<file path="config.mk">
export PLATFORM = sky130hd
export DESIGN_NAME = idle_mon
export DESIGN_NICKNAME = d
export VERILOG_FILES = /design/src/rtl/idle_mon_pkg.sv /design/src/rtl/idle_mon_timer.sv /design/src/rtl/idle_mon_status.sv /design/src/rtl/idle_mon.sv
export SDC_FILE = /design/constraint.sdc
export NUM_CORES = 1
export LEC_CHECK = 0
export ABC_CLOCK_PERIOD_IN_PS = 4500
export BUFFER_PORTS_ARGS = -buffer_cell sky130_fd_sc_hd__buf_2
export CAP_MARGIN = 25
export CORE_MARGIN = 2
export CORE_UTILIZATION = 40
export CTS_BUF_LIST = sky130_fd_sc_hd__clkbuf_16
export CTS_CLUSTER_SIZE = 28
export DETAILED_ROUTE_END_ITERATION = 16
export HOLD_SLACK_MARGIN = 0.12
export SYNTH_ARGS = -nofsm -noshare
export SYNTH_HDL_FRONTEND = slang
export SYNTH_SLANG_ARGS = --single-unit
export TNS_END_PERCENT = 5
</file>
<file path="constraint.sdc">
create_clock -name clk -period 4.5 [get_ports clk]
set_input_delay 0.45 -clock clk [delete_from_list [all_inputs] [get_ports clk]]
set_output_delay 0.45 -clock clk [all_outputs]
set_load 0.01 [all_outputs]
</file>
<file path="src/rtl/idle_mon_pkg.sv">
package idle_mon_pkg;

    // Activity sources that can reload a device countdown
    typedef struct packed {
        logic hit;
        logic dack;
        logic gpi;
    } act_t;

endpackage

</file>
<file path="src/rtl/idle_mon_timer.sv">
module idle_mon_timer
    import idle_mon_pkg::*;
#(
    parameter int CNT_W = 16
) (
    input  logic             clk,
    input  logic             rst_n,
    input  logic             tick_i,
    input  logic             en_i,
    input  logic [CNT_W-1:0] reload_i,
    input  act_t             act_i,
    input  act_t             act_en_i,
    output logic             expire_o
);

    typedef struct packed {
        logic [CNT_W-1:0] cnt;
        logic             en_prev;
    } tmr_t;

    localparam logic [CNT_W-1:0] ONE = CNT_W'(1);

    tmr_t tmr_d, tmr_q;
    logic load;

    always_comb begin
        tmr_d         = tmr_q;
        tmr_d.en_prev = en_i;
        expire_o      = 1'b0;
        load          = en_i && (!tmr_q.en_prev || (|(act_i & act_en_i)));
        if (load) begin
            tmr_d.cnt = reload_i;
        end else if (en_i && tick_i && (tmr_q.cnt != '0)) begin
            tmr_d.cnt = tmr_q.cnt - ONE;
            expire_o  = (tmr_q.cnt == ONE);
        end
    end

    always_ff @(posedge clk or negedge rst_n) begin
        if (!rst_n) tmr_q <= '0;
        else        tmr_q <= tmr_d;
    end

    // without a tick or reload the count holds
    p_tick_only_r2: assert property (@(posedge clk) disable iff (!rst_n)
        (!tick_i && !load) |=> $stable(tmr_q.cnt));

    // a reload event lands the programmed value
    p_reload_r4: assert property (@(posedge clk) disable iff (!rst_n)
        load |=> (tmr_q.cnt == $past(reload_i)));

    // an enabled count at zero stays there until reloaded
    p_stop_at_zero_r8: assert property (@(posedge clk) disable iff (!rst_n)
        (en_i && tmr_q.cnt == '0 && !load) |=> (tmr_q.cnt == '0));

    // disabled timer is frozen
    p_freeze_r9: assert property (@(posedge clk) disable iff (!rst_n)
        !en_i |=> $stable(tmr_q.cnt));

endmodule

</file>
<file path="src/rtl/idle_mon_status.sv">
module idle_mon_status #(
    parameter int N_DEV = 4
) (
    input  logic             clk,
    input  logic             rst_n,
    input  logic [N_DEV-1:0] expire_i,
    input  logic [N_DEV-1:0] clr_i,
    input  logic [N_DEV-1:0] smi_en_i,
    output logic [N_DEV-1:0] sts_o,
    output logic             smi_o
);

    typedef struct packed {
        logic [N_DEV-1:0] sts;
    } sts_t;

    sts_t st_d, st_q;

    always_comb begin
        st_d     = st_q;
        st_d.sts = (st_q.sts & ~clr_i) | expire_i;
    end

    always_ff @(posedge clk or negedge rst_n) begin
        if (!rst_n) st_q <= '0;
        else        st_q <= st_d;
    end

    assign sts_o = st_q.sts;
    assign smi_o = |(st_q.sts & smi_en_i);

    // an expiry sets its status bit at the next edge
    p_set_on_expire_r3: assert property (@(posedge clk) disable iff (!rst_n)
        (|expire_i) |=> ((st_q.sts & $past(expire_i)) == $past(expire_i)));

    // uncleared bits are sticky
    p_sticky_r10: assert property (@(posedge clk) disable iff (!rst_n)
        (|(st_q.sts & ~clr_i)) |=>
            ((st_q.sts & $past(st_q.sts & ~clr_i)) == $past(st_q.sts & ~clr_i)));

endmodule

</file>
<file path="src/rtl/idle_mon.sv">
module idle_mon
    import idle_mon_pkg::*;
#(
    parameter int N_DEV = 4,
    parameter int CNT_W = 16
) (
    input  logic                   clk,
    input  logic                   rst_n,
    input  logic                   tick_i,
    input  logic [N_DEV-1:0]       tmr_en_i,
    input  logic [N_DEV*CNT_W-1:0] reload_i,
    input  logic [N_DEV-1:0]       smi_en_i,
    input  logic [N_DEV-1:0]       hit_i,
    input  logic                   hit_ext_ide_i,
    input  logic [N_DEV-1:0]       dack_i,
    input  logic [N_DEV-1:0]       dack_en_i,
    input  logic [N_DEV-1:0]       gpi_i,
    input  logic [N_DEV-1:0]       gpi_en_i,
    input  logic [N_DEV-1:0]       sts_clr_i,
    output logic [N_DEV-1:0]       idle_sts_o,
    output logic                   smi_o
);

    logic [N_DEV-1:0] expire;

    for (genvar k = 0; k < N_DEV; k++) begin : g_dev
        act_t act, act_en;

        always_comb begin
            act.hit     = hit_i[k] && !hit_ext_ide_i;
            act.dack    = dack_i[k];
            act.gpi     = gpi_i[k];
            act_en.hit  = 1'b1;
            act_en.dack = dack_en_i[k];
            act_en.gpi  = gpi_en_i[k];
        end

        idle_mon_timer #(.CNT_W(CNT_W)) u_tmr (
            .clk      (clk),
            .rst_n    (rst_n),
            .tick_i   (tick_i),
            .en_i     (tmr_en_i[k]),
            .reload_i (reload_i[k*CNT_W +: CNT_W]),
            .act_i    (act),
            .act_en_i (act_en),
            .expire_o (expire[k])
        );
    end

    idle_mon_status #(.N_DEV(N_DEV)) u_sts (
        .clk      (clk),
        .rst_n    (rst_n),
        .expire_i (expire),
        .clr_i    (sts_clr_i),
        .smi_en_i (smi_en_i),
        .sts_o    (idle_sts_o),
        .smi_o    (smi_o)
    );

endmodule

</file>
==> summary.txt, run 1 <==
Clocking
  • CTS tree: built
  • Clk sinks: 72
  • H-tree levels: 3
  • CTS Root Buffer Type: clkbuf_16
  • Post-CTS sizing: 0
  • CTS buffer count: 9
  • Worst-Skew Late Latency: 0.34 ns
  • Clk slew on worst S/H paths: 0.06 ns
  • Post-CTS setup buffers: 0
  • Clock Tree Buf Depth: 2

GRT
  • Vias in the first global route: 3823
  • Tot GR Track Use: 19.7%
  • Grt met3 use: 4.98%
  • M1 GR Usage: 25.1%
  • Grt peak-use layer: met2
  • GR Layer Usage met2: about a third
  • First-pass GRT wire length: about 18 mm
  • Pin count of the biggest net entering global routing: 42
  • Initial antenna violation count: 0
  • Global route total overflow: 0

Worst setup path
  • Crit Path Max Fanout: 7
  • R2r setup slk: 2.01 ns
  • CP Class: reg2reg
  • Reg-to-Reg Start: g_dev[3].u_tmr.tmr_q[1]
  • Cell depth of the worst flop-to-flop path: 6
  • Critical path arrival: about 2.8 ns
  • Worst Setup EP: g_dev[3].u_tmr.tmr_q[15]
  • RR Endpoint: g_dev[3].u_tmr.tmr_q[15]
  • Crit. End Element: flop
  • Crit start category: flop
  • WP data required: 4.75 ns
  • Crit path launch: g_dev[3].u_tmr.tmr_q[1]

STA
  • Worst-Margin Slew: 1.05 ns
  • Clk_skew: 0.00355 ns
  • Crit share post-route: approximately 55%
  • Max_slew headroom: 29.8%
  • Endpoints failing setup: 0
  • Final Hold Fails: 0
  • Clock period minus worst slack: around 2.5 ns
  • RSZ-0062 raised after global routing: no
  • Max Transition Viols Final: 0
  • Hold_ws: 0.239 ns
  • Setup TNS: 0 ns
  • Peak Freq: 401 MHz

Worst hold path
  • Hold WC Path Type: in2reg

Synthesis
  • Avg Cell Area, Syn: 8.78 sq um
  • Net Count, Synth: 593
  • Seq/Total Area, Yosys: between 40% and 50%
  • #FFs+latches synth: 72
  • Most numerous cell in the Yosys netlist: dfrtp_1
  • Ys flop type: dfrtp_1
  • Cell taking the most area after synthesis: dfrtp_1
  • Mapped Area: around 4200 sq um
  • Synth area leaders: dfrtp_1 (43%), nor2_1 (5.8%), xor2_1 (5.6%)
  • Distinct cell type count after synthesis: 47
  • Commonest cells in the netlist: dfrtp_1 (72), nor2_1 (65), a21oi_1 (42)
  • Async S/R FF share, synth: 100%
  • EDFF count, synth: 0
  • Synth top area share: 42.6%
  • Yosys Warn Count: 0
  • Mapped Cells: 482

Final layout
  • Final nets: 694
  • Final std cells w/o fill: just over 700
  • Antenna Cells: 0
  • Design Area, Final: 5180 sq um
  • Synthesis-to-finish area growth: 22.4%
  • Layout cell share with drive strength beyond 1: 21.6%
  • Layout fillers: 1025

Power and ir drop
  • P per Cell Area: ~350 nW/um^2
  • Worst vdd ir: 0.000249 V
  • Leak: 2.15 nW
  • Total Power: 1.83 mW

Routing
  • Routed WL per cell: 14.6 microns
  • Detailed Routing Iterations Pass 1: 4
  • Routed Antenna Nets: 0
  • Vias per inst: between 5 and 6
  • Drc violations: 0
  • Final WL: roughly 11 mm
  • DR vias: 3844
  • DRT iter0 DRCs: 159

Placement
  • Cells after DPL: about 710
  • GPL Wtd Cong: around 0.82
  • Port-buffer cells: 104
  • Placed Area: 4870 sq um
  • DPL Wire Length: 7.63 mm

Run status
  • Status: completed

Floorplanning
  • Die Wd: 107 microns
  • IO Pins: 105
  • Site Rows: 37
  • Die Y: 107 microns
  • Initial Utilization: 41.2%
  • Core area: 10300 sq um
  • Die Area: 11400 sq um

Flow run
  • Max capacitance violation total: 0
==> critical path, cell delays in order (launching register included) <==
cell     delay [ns]
dfrtp_1        0.39
inv_1          0.09
ha_1           0.17
nor4b_1        0.78
or3b_1         0.43
or3b_1         0.37
a31oi_1        0.16
==> timing repair <==
action	in CTS	in global routing
endpoints found under the setup margin	0	0
endpoints found under the hold margin	0	1
hold buffers	0	1
==> stage by stage <==
step / setup slack [ns] / utilization (%)
2_1_floorplan: 2.25 / -
3_3_place_gp: 2.09 / 47.4
3_5_place_dp: 2.03 / 47.4
4_1_cts: 2.02 / 50.1
5_1_grt: 1.74 / 50.4
6_report: 2.01 / 50.4
==> sequential cells by signal, summed over array words and instances, names as in the netlist <==
name               flops
u_sts.sts_o            4
g_dev.u_tmr.tmr_q     68
==> power breakdown <==
group          leakage [nW]  switching (mW)  internal [mW]  total (mW)
Clock                 0.144           0.274          0.419       0.692
Combinational          1.18           0.168          0.147       0.316
Sequential            0.829          0.0856          0.732       0.818
==> how the worst min path moves through the flow <==
stage,to,cells after the start,start
6_report,g_dev[3].u_tmr.tmr_q[0],1,tmr_en_i[3]
5_1_grt,g_dev[3].u_tmr.tmr_q[0],1,tmr_en_i[3]
4_1_cts,g_dev[3].u_tmr.tmr_q[0],1,tmr_en_i[3]
3_5_place_dp,u_sts.sts_o[2],2,u_sts.sts_o[2]
3_3_place_gp,u_sts.sts_o[2],2,u_sts.sts_o[2]
2_1_floorplan,g_dev[0].u_tmr.tmr_q[0],0,rst_n
==> cell families after synthesis <==
| group | after synthesis | synth area share (%) |
|---|---|---|
| simple gates | 209 | 25.1 |
| compound gates | 104 | 15.3 |
| flops | 72 | 42.6 |
| xor+xnor | 43 | 8.90 |
| buf+inv | 36 | 3.19 |
| fa+ha+maj | 11 | 3.25 |
| mux | 7 | 1.74 |
==> final cells by class <==
| class | instances | area [sq um] | area share, % |
|---|---|---|---|
| inverters | 18 | 67.6 | 1.30 |
| multi-input cells | 374 | 2290 | 44.3 |
| clock buffers | 9 | 225 | 4.35 |
| repair buffers | 108 | 566 | 10.9 |
| well taps | 136 | 170 | 3.29 |
| clock inverters | 6 | 52.6 | 1.01 |
| flip-flops and latches | 72 | 1800 | 34.8 |
==> cell usage in the layout, fill, tap and decap left out, types with 5 or more instances in the layout <==
| cell | n |
|---|---|
| a21oi_1 | 42 |
| a31oi_1 | 8 |
| and2_1 | 5 |
| buf_2 | 104 |
| clkbuf_16 | 9 |
| dfrtp_1 | 72 |
| ha_1 | 11 |
| inv_1 | 19 |
| nand2_1 | 38 |
| nand3_1 | 19 |
| nand4_1 | 10 |
| nor2_1 | 65 |
| nor3_1 | 16 |
| nor4_1 | 15 |
| o2111ai_1 | 6 |
| o211ai_1 | 13 |
| o21ai_0 | 16 |
| or3_1 | 6 |
| or4_1 | 9 |
| xnor2_1 | 16 |
| xor2_1 | 27 |
==> per-layer routing <==
metal	part of all wire (%)	vias to the layer above
met4	1.7	0
met5	0	-
li1	-	1938
met2	46	90
met3	4.7	14
met1	47	1802
No activity file was read; power rests on OpenSTA's default activity.
==> run 2: changes to the inputs <==
- ABC_CLOCK_PERIOD_IN_PS: 4500 -> 2400
- clock period: 4.5 -> 2.4 ns (I/O delays scaled with it)
==> run 2 against run 1 <==
  * Setup slack got worse by 1.9 ns
  * Clock-buffer cell count unchanged
  * Combinational power rose by 99%
  * Clock power grew 100%
  * Final area up 5.1%
  * Sequential cell count unchanged
  * Worst hold slack lost 0.11 ns
  * Critical endpoint unchanged
  * Highest routed layer unchanged
==> summary.txt, run 2 (synthesis results as in run 1) <==
Floorplanning
  • Core area: 10300 sq um
  • Site Rows: 37
  • Die Wd: between 100 and 150 microns
  • IO Pins: 105
  • Initial Utilization: 41.2%
  • Die Y: between 100 and 150 microns
  • Die Area: approximately 11000 sq um

GRT
  • Pin count of the biggest net entering global routing: 73
  • Initial antenna violation count: 0
  • First-pass GRT wire length: around 18 mm
  • Vias in the first global route: approximately 3.9k
  • Global route total overflow: 0
  • Tot GR Track Use: 19.2%

Worst setup path
  • Crit Path Max Fanout: 4
  • Slowest Stage Delay on Critical Path: 0.55 ns
  • Crit path launch: g_dev[3].u_tmr.tmr_q[11]
  • Crit. End Element: flop
  • Cell depth of the worst flop-to-flop path: 5
  • WP data required: between 2 and 3 ns
  • Critical path arrival: 2.57 ns
  • Most used cell, CP: or3b_1
  • WP depth: 5
  • Buffers and inverters on the worst path: 0
  • Crit start category: flop
  • Critical-path cell list: or4_4 > or3_1 > or3b_1 > or3b_1 > a31oi_1
  • Reg-to-Reg Start: g_dev[3].u_tmr.tmr_q[11]
  • CP Class: reg2reg
  • CP max stage cell: or4_4
  • Crit path max-delay family: simple AND/OR/NAND/NOR gates

Routing
  • Vias per inst: 5.18
  • Routed Antenna Nets: 0
  • DR vias: 3897
  • DRT iter0 DRCs: 148
  • Drc violations: 0
  • Routed WL per cell: ~14 microns
  • Final WL: 10.5 mm
  • Detailed Routing Iterations Pass 1: 4

Power and ir drop
  • P per Cell Area: around 650 nW/um^2
  • Leak: 2.30 nW
  • Total Power: 3.55 mW
  • Worst vdd ir: 0.000309 V

Final layout
  • Commonest non-fill, non-tap cell in the layout: buf_2
  • Layout cell share with drive strength beyond 1: 23.2%
  • Max reg flops: 68
  • Most frequent cells in the layout: buf_2 (104), dfrtp_1 (72), nor2_1 (65), a21oi_1 (42), nand2_1 (38)
  • Final nets: 722
  • Synthesis-to-finish area growth: 28.6%
  • Layout fillers: about 1.0k
  • Design Area, Final: approximately 5400 sq um
  • Antenna Cells: 0
  • Largest reg by FF count: g_dev.u_tmr.tmr_q

Clocking
  • CTS Root Buffer Type: clkbuf_16
  • H-tree levels: 3
  • Post-CTS setup buffers: 0
  • Clock Tree Buf Depth: 2
  • Post-CTS sizing: 0
  • Clk slew on worst S/H paths: 0.06 ns
  • CTS tree: built
  • CTS buffer count: 9
  • Hold-fix buffers, CTS: 12
  • Clk sinks: 72
  • Worst-Skew Late Latency: approximately 0.32 ns

STA
  • Max Transition Viols Final: 0
  • RSZ-0062 raised after global routing: no
  • Max_slew headroom: 57.4%
  • Clk_skew: 0.0105 ns
  • Clock period minus worst slack: about 2.3 ns
  • Crit share post-route: between 90 and 100%
  • Peak Freq: 431 MHz
  • Endpoints failing setup: 0
  • Worst-Margin Slew: 0.634 ns
  • Setup TNS: 0 ns
  • Final Hold Fails: 0

Worst hold path
  • Cells on Worst Hold Path: 3
  • Hold Path Origin: reload_i[24]
  • Hold WC Path Type: in2reg

Flow run
  • Max capacitance violation total: 0

Placement
  • Placed Area: around 5000 sq um
  • GPL Wtd Cong: 0.831
  • Port-buffer cells: between 100 and 150
  • DPL Wire Length: 7.70 mm

Run status
  • Status: completed
[run 2: path summary, 6_finish.rpt]
check	end	slack [ns]
max reg2reg	g_dev[3].u_tmr.tmr_q[15]	0.08
min in group asynchronous	g_dev[3].u_tmr.tmr_q[14]	0.47
min reg2reg	u_sts.sts_o[1]	0.56
max in group asynchronous	g_dev[1].u_tmr.tmr_q[12]	1.61
min	g_dev[1].u_tmr.tmr_q[9]	0.13
max	g_dev[3].u_tmr.tmr_q[15]	0.08
[run 2: cell type report]
class	count	area [sq um]	area share, %
Clock inverter	7	80.1	1.47
Inverter	18	67.6	1.24
Sequential cell	72	1800	33.1
Clock buffer	9	225	4.14
Tap cell	136	170	3.13
Timing Repair Buffer	136	803	14.8
Multi-Input combinational cell	374	2290	42.2
[run 2: power by group]
part,total [mW],switching [mW],internal [mW]
clock network,1.39,0.500,0.894
registers,1.53,0.157,1.37
logic,0.630,0.323,0.307
total,3.55,0.980,2.57
[run 2: metrics by stage]
step	hold slack, ns	worst slack, ns	utilization [%]	cells
after floorplan	-0.0556	0.152	-	482
after global placement	0.301	0.124	48.8	724
after detailed placement	0.300	0.0724	48.8	724
after CTS	0.122	0.0666	53.0	752
after global routing	0.123	0.000726	53.0	752
final	0.130	0.0811	53.0	752
[run 2: layer usage]
layer	share of wire, %	vias up	GRT usage (%)
li1	-	1998	-
met1	48	1810	26.3
met2	47	83	31.8
met3	4.8	6	3.40
met4	0.70	0	4.45
met5	0	-	0
[run 2: tightest hold or removal path, stage by stage]
cell     delay (ns)
buf_2          0.08
nand2_1        0.04
o21ai_0        0.06
==> run 3: changes to the inputs <==
- BUFFER_PORTS_ARGS: -buffer_cell sky130_fd_sc_hd__buf_2 -> unset
- DONT_BUFFER_PORTS: unset -> 1
==> run 3 against run 2 <==
  * Maximum frequency rose by 0.35%
  * Clock-buffer cell count did not move
  * Clock skew fell by 0.0059 ns
  * Critical path type unchanged
  * Largest cell class unchanged
  * Largest power group unchanged
==> summary.txt, run 3 (synthesis results as in run 1) <==
Power and ir drop
  • Sw frac: 29.3%
  • P per Cell Area: between 600 and 700 nW/um^2
  • Comb power frac: 18.8%
  • Int Pwr: roughly 2.4 mW
  • Register share of total power: a little under half
  • Leak: 2.09 nW
  • Total Power: 3.35 mW
  • Worst vdd ir: 0.000504 V
  • Net Sw Power: 0.982 mW
  • Clock Power Share: 35.6%

Clocking
  • CTS Root Buffer Type: clkbuf_16
  • H-tree levels: 3
  • Clock Tree Buf Depth: 2
  • Clk slew on worst S/H paths: 0.06 ns
  • CTS buffer count: 9
  • Worst-Skew Late Latency: 0.34 ns
  • CTS tree: built
  • Clk sinks: 72

Placement
  • GPL Wtd Cong: between 0.7 and 0.8
  • Port-buffer cells: 0
  • DPL Wire Length: 7.15 mm

Final layout
  • Synthesis-to-finish area growth: 29.4%
  • Layout cell share with drive strength beyond 1: 6.48%
  • Area of the multi-input gates: between 2000 and 2500 sq um
  • Largest reg by FF count: g_dev.u_tmr.tmr_q
  • Antenna Cells: 0
  • Max reg flops: 68
  • Most frequent cells in the layout: dfrtp_1 (72), dlygate4sd3_1 (72), nor2_1 (65), a21oi_1 (42), nand2_1 (38)
  • Reg area: around 1800 sq um
  • Layout fillers: 954
  • Final nets: 677

STA
  • Max_slew headroom: between 50% and 60%
  • Peak Freq: 433 MHz
  • RSZ-0062 raised after global routing: no
  • Crit share post-route: a little over nine tenths
  • Max Transition Viols Final: 0
  • Clk_skew: 0.00457 ns
  • Clock period minus worst slack: 2.31 ns
  • Worst-Margin Slew: 0.617 ns
  • Final Hold Fails: 0
  • Setup TNS: 0 ns
  • Endpoints failing setup: 0

Worst setup path
  • Critical path arrival: 2.57 ns
  • Crit. End Element: flop
  • Crit start category: flop
  • Crit Path Max Fanout: 3
  • WP data required: 2.66 ns
  • CP Class: reg2reg

GRT
  • Pin count of the biggest net entering global routing: 73
  • Tot GR Track Use: 19.8%
  • Initial antenna violation count: 0
  • Global route total overflow: 0
  • Vias in the first global route: 3918
  • First-pass GRT wire length: 17.8 mm

Flow run
  • Max capacitance violation total: 0

Floorplanning
  • Initial Utilization: 41.2%
  • Die Wd: approximately 110 microns
  • Core area: 10300 sq um
  • IO Pins: 105
  • Die Y: 107 microns
  • Site Rows: 37
  • Die Area: around 11000 sq um

Routing
  • Routed WL per cell: 14.8 microns
  • Detailed Routing Iterations Pass 1: 5
  • Routed Antenna Nets: 0
  • DR vias: roughly 3.8k
  • DRT iter0 DRCs: 115
  • Final WL: 10.5 mm
  • Vias per inst: 5.42
  • Drc violations: 0

Run status
  • Status: completed

Worst hold path
  • Hold WC Path Type: in2reg
[run 3: cell count changes in the layout (fill, tap and decap cells not counted)]
cell           delta
clkinvlp_4        +1
bufinv_16         -2
or3_4             +1
clkinv_1          +4
buf_2           -104
dlygate4sd3_1    +60
buf_16            +1
clkinv_2          -1
or3_1             -1
buf_12            -1
buf_4             -1
inv_1             -2
[run 3: area by class of cell]
type                       instances  share of cell area (%)
multi-input combinational        374                    42.0
sequential                        72                    32.9
timing repair buffer              91                    16.1
clock buffer                       9                    4.11
tap                              136                    3.11
inverter                          18                    1.23
clock inverter                     7                   0.548
[run 3: metal layers]
layer / global-route usage, % / vias to the layer above / routed length, microns
met3: 6.93 / 9 / 556
li1: - / 1911 / -
met5: 0 / - / 0
met2: 32.7 / 95 / 5000
met1: 24.9 / 1815 / 4830
met4: 5.10 / 0 / 90
[run 3: worst paths after layout]
| check | to | from | slack (ns) | cells past startpoint |
|---|---|---|---|---|
| worst max-delay path | g_dev[3].u_tmr.tmr_q[15] | g_dev[3].u_tmr.tmr_q[12] | 0.09 | 5 |
| worst min-delay path | g_dev[0].u_tmr.tmr_q[2] | tmr_en_i[0] | 0.14 | 3 |
| worst max register to register | g_dev[3].u_tmr.tmr_q[15] | g_dev[3].u_tmr.tmr_q[12] | 0.09 | 5 |
| worst min register to register | g_dev[1].u_tmr.tmr_q[4] | g_dev[1].u_tmr.tmr_q[4] | 0.57 | 2 |
| max in group asynchronous | g_dev[0].u_tmr.tmr_q[9] | rst_n | 1.64 | 2 |
| min in group asynchronous | g_dev[3].u_tmr.tmr_q[15] | rst_n | 0.43 | 2 |
[run 3: power groups by stage]
stage               sequential [mW]  clock, mW  combinational [mW]
detailed placement             1.54          0               0.496
global route                   1.56       1.28               0.721
floorplan                      1.51          0               0.397
finish                         1.53       1.19               0.628
CTS                            1.53       1.23               0.626
global placement               1.54          0               0.482
[run 3: critical path: stages, from the launching register on]
cell	delay (ns)
dfrtp_1	0.41
or4_4	0.53
or3_4	0.35
or3b_1	0.40
or3b_1	0.39
a31oi_1	0.17
[run 3: repair_timing]
| item | 4_1_cts | 5_1_grt |
|---|---|---|
| gates resized for setup | 0 | 1 |
| hold endpoints to repair | 143 | 0 |
| hold buffers | 73 | 0 |
| endpoints found under the setup margin | 0 | 1 |
| buffers inserted | 0 | 1 |
[run 3: per-stage QoR]
stage	hold WS [ns]	setup WS (ns)	utilization (%)	std cells	cell area, sq um
6_report	0.135	0.0891	53.3	707	5480
3_5_place_dp	-0.0534	0.0821	43.4	617	4460
3_3_place_gp	-0.0537	0.154	43.4	617	4460
5_1_grt	0.146	0.0142	53.3	707	5480
2_1_floorplan	-0.0556	0.152	-	482	4230
4_1_cts	0.123	0.0902	53.2	706	5470
